$ cat src/rtl/eeprom3w_pkg.sv
package eeprom3w_pkg;
  typedef enum logic [0:0] {SEQ_IDLE = 1'b0, SEQ_RUN = 1'b1} seq_state_t;
  localparam logic [1:0] READ_CMD = 2'b10;
  localparam int unsigned START_BITS = 1;
  localparam int unsigned CMD_BITS = 2;
  localparam int unsigned DUMMY_BITS = 1;
endpackage

$ cat src/rtl/eeprom3w_sclk_gen.sv
module eeprom3w_sclk_gen #(
  parameter int unsigned HALF = 2
) (
  input  logic clk,
  input  logic rst,
  input  logic run,
  output logic sck,
  output logic rise_tick,
  output logic fall_tick
);
  localparam int unsigned CW = (HALF > 1) ? $clog2(HALF) : 1;
  localparam logic [CW-1:0] CNT_LAST = CW'(HALF - 1);

  logic [CW-1:0] cnt;
  logic          tick;

  assign tick      = run && (cnt == CNT_LAST);
  assign rise_tick = tick && !sck;
  assign fall_tick = tick && sck;

  always_ff @(posedge clk) begin
    if (rst || !run) begin
      cnt <= '0;
      sck <= 1'b0;
    end else if (tick) begin
      cnt <= '0;
      sck <= ~sck;
    end else begin
      cnt <= cnt + 1'b1;
    end
  end
endmodule

$ cat src/rtl/eeprom3w_shift.sv
module eeprom3w_shift #(
  parameter int unsigned TX_W = 11,
  parameter int unsigned RX_W = 16
) (
  input  logic            clk,
  input  logic            rst,
  input  logic            load,
  input  logic [TX_W-1:0] load_val,
  input  logic            tx_adv,
  input  logic            rx_cap,
  input  logic            rx_bit,
  output logic            tx_bit,
  output logic [RX_W-1:0] rx_word
);
  logic [TX_W-1:0] tx_sh;

  always_ff @(posedge clk) begin
    if (rst) begin
      tx_sh  <= '0;
      tx_bit <= 1'b0;
    end else if (load) begin
      tx_bit <= load_val[TX_W-1];
      tx_sh  <= {load_val[TX_W-2:0], 1'b0};
    end else if (tx_adv) begin
      tx_bit <= tx_sh[TX_W-1];
      tx_sh  <= {tx_sh[TX_W-2:0], 1'b0};
    end
  end

  always_ff @(posedge clk) begin
    if (rst) begin
      rx_word <= '0;
    end else if (rx_cap) begin
      rx_word <= {rx_word[RX_W-2:0], rx_bit};
    end
  end
endmodule

$ cat src/rtl/eeprom3w_reader.sv
module eeprom3w_reader
  import eeprom3w_pkg::*;
#(
  parameter int unsigned CLK_DIV = 4,
  parameter int unsigned ADDR_W  = 8,
  parameter int unsigned DATA_W  = 16
) (
  input  logic              clk,
  input  logic              rst,
  input  logic              start,
  input  logic [ADDR_W-1:0] addr,
  output logic              busy,
  output logic              done,
  output logic [DATA_W-1:0] rdata,
  output logic              cs,
  output logic              sck,
  output logic              sd_oe,
  output logic              sd_out,
  input  logic              sd_in
);
  localparam int unsigned HALF      = CLK_DIV / 2;
  localparam int unsigned TX_W      = START_BITS + CMD_BITS + ADDR_W;
  localparam int unsigned LAST_RISE = TX_W + DUMMY_BITS + DATA_W;
  localparam int unsigned RCW       = $clog2(LAST_RISE + 1);
  localparam logic [RCW-1:0] RC_TX_END = RCW'(TX_W);
  localparam logic [RCW-1:0] RC_RX_GO  = RCW'(TX_W + DUMMY_BITS);
  localparam logic [RCW-1:0] RC_LAST   = RCW'(LAST_RISE);

  seq_state_t        state;
  logic [RCW-1:0]    rise_cnt;
  logic              rise_tick, fall_tick;
  logic              accept, tx_adv, rx_cap;
  logic [TX_W-1:0]   frame_hdr;
  logic [DATA_W-1:0] rx_word;

  assign accept    = (state == SEQ_IDLE) && start;
  assign frame_hdr = {1'b1, READ_CMD, addr};
  assign tx_adv    = fall_tick && (rise_cnt < RC_TX_END);
  assign rx_cap    = rise_tick && (rise_cnt >= RC_RX_GO);

  eeprom3w_sclk_gen #(.HALF(HALF)) u_sclk (
    .clk       (clk),
    .rst       (rst),
    .run       (cs),
    .sck       (sck),
    .rise_tick (rise_tick),
    .fall_tick (fall_tick)
  );

  eeprom3w_shift #(.TX_W(TX_W), .RX_W(DATA_W)) u_shift (
    .clk      (clk),
    .rst      (rst),
    .load     (accept),
    .load_val (frame_hdr),
    .tx_adv   (tx_adv),
    .rx_cap   (rx_cap),
    .rx_bit   (sd_in),
    .tx_bit   (sd_out),
    .rx_word  (rx_word)
  );

  always_ff @(posedge clk) begin
    if (rst) begin
      state    <= SEQ_IDLE;
      rise_cnt <= '0;
      cs       <= 1'b0;
      busy     <= 1'b0;
      done     <= 1'b0;
      sd_oe    <= 1'b0;
      rdata    <= '0;
    end else begin
      done <= 1'b0;
      unique case (state)
        SEQ_IDLE: begin
          if (start) begin
            state    <= SEQ_RUN;
            rise_cnt <= '0;
            cs       <= 1'b1;
            busy     <= 1'b1;
            sd_oe    <= 1'b1;
          end
        end
        SEQ_RUN: begin
          if (rise_tick) begin
            rise_cnt <= rise_cnt + 1'b1;
          end
          if (fall_tick) begin
            if (rise_cnt == RC_TX_END) begin
              sd_oe <= 1'b0;
            end
            if (rise_cnt == RC_LAST) begin
              state <= SEQ_IDLE;
              cs    <= 1'b0;
              busy  <= 1'b0;
              done  <= 1'b1;
              rdata <= rx_word;
            end
          end
        end
        default: state <= SEQ_IDLE;
      endcase
    end
  end
endmodule

$ cat config.mk
export PLATFORM = sky130hd
export DESIGN_NAME = eeprom3w_reader
export DESIGN_NICKNAME = d
export VERILOG_FILES = /design/src/rtl/eeprom3w_pkg.sv /design/src/rtl/eeprom3w_sclk_gen.sv /design/src/rtl/eeprom3w_shift.sv /design/src/rtl/eeprom3w_reader.sv
export SDC_FILE = /design/constraint.sdc
export NUM_CORES = 1
export LEC_CHECK = 0
export BUFFER_PORTS_ARGS = -buffer_cell sky130_fd_sc_hd__buf_2
export CORE_MARGIN = 2
export CORE_UTILIZATION = 50
export DETAILED_ROUTE_END_ITERATION = 10
export PLACE_DENSITY = 0.7
export SYNTH_ARGS = -nofsm -noshare
export SYNTH_HDL_FRONTEND = slang
export SYNTH_SLANG_ARGS = --single-unit
export TNS_END_PERCENT = 50
$ cat constraint.sdc
create_clock -name clk -period 1.77 [get_ports clk]
set_input_delay 0.354 -clock clk [delete_from_list [all_inputs] [get_ports clk]]
set_output_delay 0.354 -clock clk [all_outputs]
set_load 0.01 [all_outputs]
[Word level (Yosys, flattened, before mapping)]
Cells that the tools add are included.
Word-level totals
  register bits after elaboration: 54
  bits of input ports: 12
  output and inout port bits: 22
  logic and storage cells: 62
Cells by class
  add/sub/neg operators: 2
  order comparisons: 2
  equality and inequality tests: 7
  mux-type cells: 19
  bitwise operators: 3
  reductions and logical operators: 17
Operator list (number)
  $mux W11: 2
  $mux W1: 11
  $mux W5: 2
  $pmux W5 S2: 1
  $reduce_and A3 Y1: 3
  $ne A2 B1 Y1 const B: 4
  $logic_and A1 B1 Y1: 6
  $pmux W1 S2: 3
  $add A5 B1 Y5 const B: 1
  $eq A5 B4 Y1 const B: 1
  $eq A5 B5 Y1 const B: 1
  $ge A5 B4 Y1 const B: 1
  $lt A5 B4 Y1 const B: 1
  $reduce_or A2 Y1: 2
  $not A1 Y1: 3
  $reduce_or A3 Y1: 1
  $logic_not A1 Y1: 2
  $ne A2 B2 Y1 const B: 1
  $reduce_and A2 Y1: 1
  $reduce_bool A2 Y1: 1
  $add A1 B1 Y1 const B: 1
  $logic_or A1 B1 Y1: 1

[Longest topological paths before layout]
  word-level depth: 5
  mapped depth: 8
  mapped depth without buffers: 6

[Cells and area by module]
Synthesis repeated with hierarchy kept, for this count alone.
Second synthesis, totals
  cell total of the unflattened synthesis: 236
  area total of the unflattened synthesis: 2336.0 um^2
By module, submodules not included
  eeprom3w_reader: instances 1, cells an instance 127, area each 1191.1 um^2
  eeprom3w_shift: instances 1, cells an instance 100, area each 1067.3 um^2
  eeprom3w_sclk_gen: instances 1, cells an instance 9, area each 77.6 um^2

[Least setup slack after synthesis]
No wires, ideal clock.
  path kind: reg-to-reg
  from: reg u_sclk.sck
  to: reg rdata[0]
  library setup time: 137 ps
  data arrival time: 1401 ps
  slack: 232 ps
  cell stages (with the launch flop): 7
  period minus slack after synthesis: 1538 ps
  cell sequence: dfxtp_1 -> nand3_2 -> or3_1 -> buf_6 -> buf_12 -> nand2_2 -> a21oi_2
On the way
  cells in the longest elaborated chain, start to end: 2
RTL lines
  start: declaration: RTL line eeprom3w_sclk_gen.sv:7  | output logic sck,
  start signal: assignment: RTL line eeprom3w_sclk_gen.sv:27  | sck <= ~sck;
  $logic_and A1 B1 Y1: RTL line eeprom3w_sclk_gen.sv:19  | assign fall_tick = tick && sck;
  $reduce_and A3 Y1 (no source line)
  end signal: assignment: RTL line eeprom3w_reader.sv:96  | rdata <= rx_word;
  end: declaration: RTL line eeprom3w_reader.sv:14  | output logic [DATA_W-1:0] rdata,
No other way between the ends.
A chain may end at the register's enable or synchronous reset.

[Worst setup path after layout]
  from: reg rise_cnt[3]
  to: reg u_shift.tx_sh[3]
On the way
  cells in the longest elaborated chain, start to end: 3
RTL lines
  start: declaration: RTL line eeprom3w_reader.sv:30  | logic [RCW-1:0] rise_cnt;
  start signal: assignment: RTL line eeprom3w_reader.sv:85  | rise_cnt <= rise_cnt + 1'b1;
  $lt A5 B4 Y1: RTL line eeprom3w_reader.sv:38  | assign tx_adv = fall_tick && (rise_cnt < RC_TX_END);
  $logic_and A1 B1 Y1: RTL line eeprom3w_reader.sv:38
  $reduce_bool A2 Y1 (no source line)
  end signal: assignment: RTL line eeprom3w_shift.sv:23  | tx_sh <= {load_val[TX_W-2:0], 1'b0};
  end signal: assignment: RTL line eeprom3w_shift.sv:26  | tx_sh <= {tx_sh[TX_W-2:0], 1'b0};
  end: declaration: RTL line eeprom3w_shift.sv:15  | logic [TX_W-1:0] tx_sh;
No other way between the ends.

==> metrics.log <==
[metrics] insertion delay of the later-clocked pin in the worst-skew pair: 0.30 ns
[metrics] pin count of the biggest net entering global routing: 29
[metrics] Distinct cells, synth: 34
[metrics] warning count from the yosys run: 0
[metrics] Bufs on Longest Clock Path: 2
[metrics] CP Capture Type: flop
[metrics] CP peak stage delay: 0.59 ns
[metrics] post-synthesis simple-gate area fraction: 20.2%
[metrics] top achievable clock speed: 623 MHz
[metrics] post-detailed-route count of antenna-violating nets: 0
[metrics] Overall Global Routing Usage: 16.8%
[metrics] hold buffer count at cts: 0
[metrics] dominant cell type by area after synthesis: dfxtp_1
[metrics] combinational family with the most area after synthesis: simple AND/OR/NAND/NOR gates
[metrics] detailed placer's ending HPWL: 2680 um
[metrics] ratio of final minimum period to clock period: 90.6%
[metrics] critical path required time: 2.00 ns
[metrics] height of the chip: 71.1 um
[metrics] # port buffers: 33
[metrics] fraction of final layout cells with drive strength greater than 1: 28.9%
[metrics] reg2reg path depth: 4
[metrics] number of clock sinks: 54
[metrics] count of TritonRoute iterations in the first routing pass: 4
[metrics] Mapped Nets: 246
[metrics] Cells after Synth: 232
[metrics] setup repair after global routing missed its margin: no
[metrics] fillcell total: 416
[metrics] time the worst path needs with I/O delays and setup: 1.60 ns
[metrics] cells along the critical path: inv_2 -> o21ai_2 -> mux2i_1 -> a211oi_1
[metrics] final wirelength: 3870 um
[metrics] Std-Cell Core Area: 4350 um^2
[metrics] post-synthesis adder-cell area fraction: 1.11%
[metrics] top-level port count: 34
[metrics] critical path startpoint category: flop
[metrics] cell family with most CP delay: compound AO/OA/AOI/OAI gates
[metrics] instance count along the most critical hold path: 3
[metrics] final hold viol count: 0
[metrics] setup slack on the worst flop-to-flop path: 0.17 ns
[metrics] final-report setup violation count: 0
[metrics] Initial Util: 51.7%
[metrics] xor-xnor portion of the synthesized cell area: 0.389%
[metrics] worst clock skew: 0.00452 ns
[metrics] residual DRC count: 0
[metrics] via count: 1678
[metrics] min-delay worst type: input port to flop
[metrics] areal power density over the cells: 800 nW/um^2
[metrics] VDD IR-drop max: 416 uV
[metrics] worst flop-to-flop path startpoint: rise_cnt[3]
[metrics] detailed-route vias per instance: 5.33
[metrics] Data arrival, critical path: 1.83 ns
[metrics] cell with the largest stage delay on the worst path: o21ai_2
[metrics] growth of design area from synthesis to finish: 11.5%
[metrics] sum of negative setup slack: 0 ns
[metrics] final-layout worst hold slack: 0.281 ns
[metrics] violation count after the first detailed-routing iteration: 81
[metrics] FF+latch count, synth: 54
[metrics] Resized Gates After CTS: 0
[metrics] master cell of the clock root buffer: clkbuf_8
[metrics] share of the yosys chip area belonging to registers: 48.0%
[metrics] worst hold endpoint: u_shift.rx_word[0]
[metrics] outcome: complete, no violations
[metrics] Rel. slew slack: 52.6%
[metrics] most frequent cells in the layout: 54 x dfxtp_1, 33 x buf_2, 29 x nor2_1
[metrics] synth top area cells: dfxtp_1 48%, mux2i_1 12%, nor2_1 4.8%, nand2_1 4.2%, nand2_2 4.2%
[metrics] MaxCap Viol Count: 0
[metrics] initial antenna violation count: 0
[metrics] clock-pin slew of the registers on the worst-case setup and hold paths: 0.09 ns
[metrics] Final Slew Violations: 0
[metrics] average wire length per cell after detail routing: 12.3 um
[metrics] fraction of synthesized area in multiplexers: 11.6%
[metrics] area of the mapped netlist: 2250 um^2
[metrics] TritonCTS clock tree: done
[metrics] Total Nets Final: 277
[metrics] worst hold start: sd_in
[metrics] vias in the first global route: 1539
[metrics] top cell type's share of synthesized area: 48.0%
[metrics] largest fanout of any net on the critical path: 11
[metrics] slew at the pin closest to its max-slew limit: 0.711 ns
[metrics] average footprint of a synthesized cell: 9.71 um^2
[metrics] number of buffers inserted during clock tree synthesis: 5
[metrics] number of placement rows: 24
[metrics] WP buf/inv: 1
[metrics] area taken by multi-input logic gates: 1020 um^2
[metrics] complex-gate fraction of the synthesized area: 11.9%
[metrics] routability-driven placement congestion ratio: 0.780
[metrics] Leak Pwr: 0.983 nW
[metrics] wire length of the first global-routing pass: 6780 um
[metrics] worst reg2reg endpoint: u_shift.tx_sh[3]
[metrics] number of H-tree branching levels: 2
[metrics] critical path class: flop to flop
[metrics] post-CTS setup repair buffer count: 0
[metrics] ANT cells: 0
[metrics] commonest non-fill, non-tap cell in the layout: dfxtp_1
[metrics] area enclosed by the die boundary: 5060 um^2
[metrics] total congestion overflow after global routing: 0
[metrics] Chip Width: 71.1 um
[metrics] Storage cell area: 1080 um^2
==> cell families after synthesis <==
| logic type | Yosys count |
|---|---|
| buf+inv | 19 |
| compound gates | 39 |
| mux | 26 |
| flops | 54 |
| xor+xnor | 1 |
| fa+ha+maj | 2 |
| simple gates | 91 |
==> metal layers <==
metal	track usage, %	share of wire (%)	vias to the layer above	routed length, um
met3	4.42	3.7	6	144
li1	-	-	855	-
met4	6.29	1.6	0	61
met5	0	0	-	0
met1	21.1	48	787	1870
met2	27.8	46	30	1790
==> metrics by stage <==
step	instances	total power [mW]	util [%]	area [um^2]	setup slack (ns)
floorplan	232	1.36	-	2250	0.232
global placement	308	1.39	55.8	2430	0.219
detailed placement	308	1.39	55.8	2430	0.176
CTS	315	2.04	57.7	2510	0.172
global route	315	2.08	57.7	2510	0.00246
finish	315	2.01	57.7	2510	0.166
==> flip-flops by register name, indices dropped and copies added (netlist names), 5 cells and up <==
signal and cells:
rdata 16, u_shift.rx_word 16, u_shift.tx_sh 10, rise_cnt 5
==> area by class of cell <==
type	count	share of cell area, %
sequential	54	43.0
multi-input combinational	159	40.6
timing repair buffer	40	10.2
clock buffer	6	2.89
tap	52	2.59
inverter	3	0.448
clock inverter	1	0.299
==> power breakdown <==
group          switching (mW)  internal, mW  leakage, nW
Combinational          0.0594        0.0450        0.507
Sequential             0.0198          1.24        0.438
Clock                   0.375         0.272       0.0373
Total                   0.454          1.56        0.983
==> synthesized netlist by cell type <==
cell	number
dfxtp_1	54
nor2_1	29
mux2i_1	26
nand2_1	25
a21oi_1	16
nand2_2	15
a211oi_1	10
a21oi_2	10
nor3_1	5
buf_6	4
nand3_1	4
clkbuf_1	3
a41oi_1	2
and4b_1	2
buf_4	2
clkbuf_8	2
ha_1	2
inv_1	2
nand2b_1	2
nor3_4	2
or3_1	2
buf_1	1
buf_12	1
buf_2	1
clkbuf_2	1
dlygate4sd1_1	1
inv_2	1
nand3_2	1
nand3b_1	1
nand4_1	1
nor2b_1	1
nor4_1	1
o21ai_2	1
xnor2_1	1
==> worst max path at each step <==
| stage | startpoint | to | slack (ns) | cells past startpoint |
|---|---|---|---|---|
| after global placement | rise_cnt[0] | rdata[12] | 0.22 | 7 |
| final | rise_cnt[3] | u_shift.tx_sh[3] | 0.17 | 4 |
| after global routing | rise_cnt[0] | u_shift.tx_sh[8] | 0.002 | 4 |
| after floorplan | u_sclk.sck | rdata[0] | 0.23 | 6 |
| after detailed placement | rise_cnt[3] | u_shift.tx_sh[2] | 0.18 | 4 |
| after CTS | rise_cnt[3] | u_shift.tx_sh[3] | 0.17 | 4 |
==> worst reg2reg max path, cell delays in order (launching register included) <==
cell and delay (ns):
dfxtp_1 0.45, inv_2 0.08, o21ai_2 0.59, mux2i_1 0.17, a211oi_1 0.24
Power figures use the tool's default switching activity.
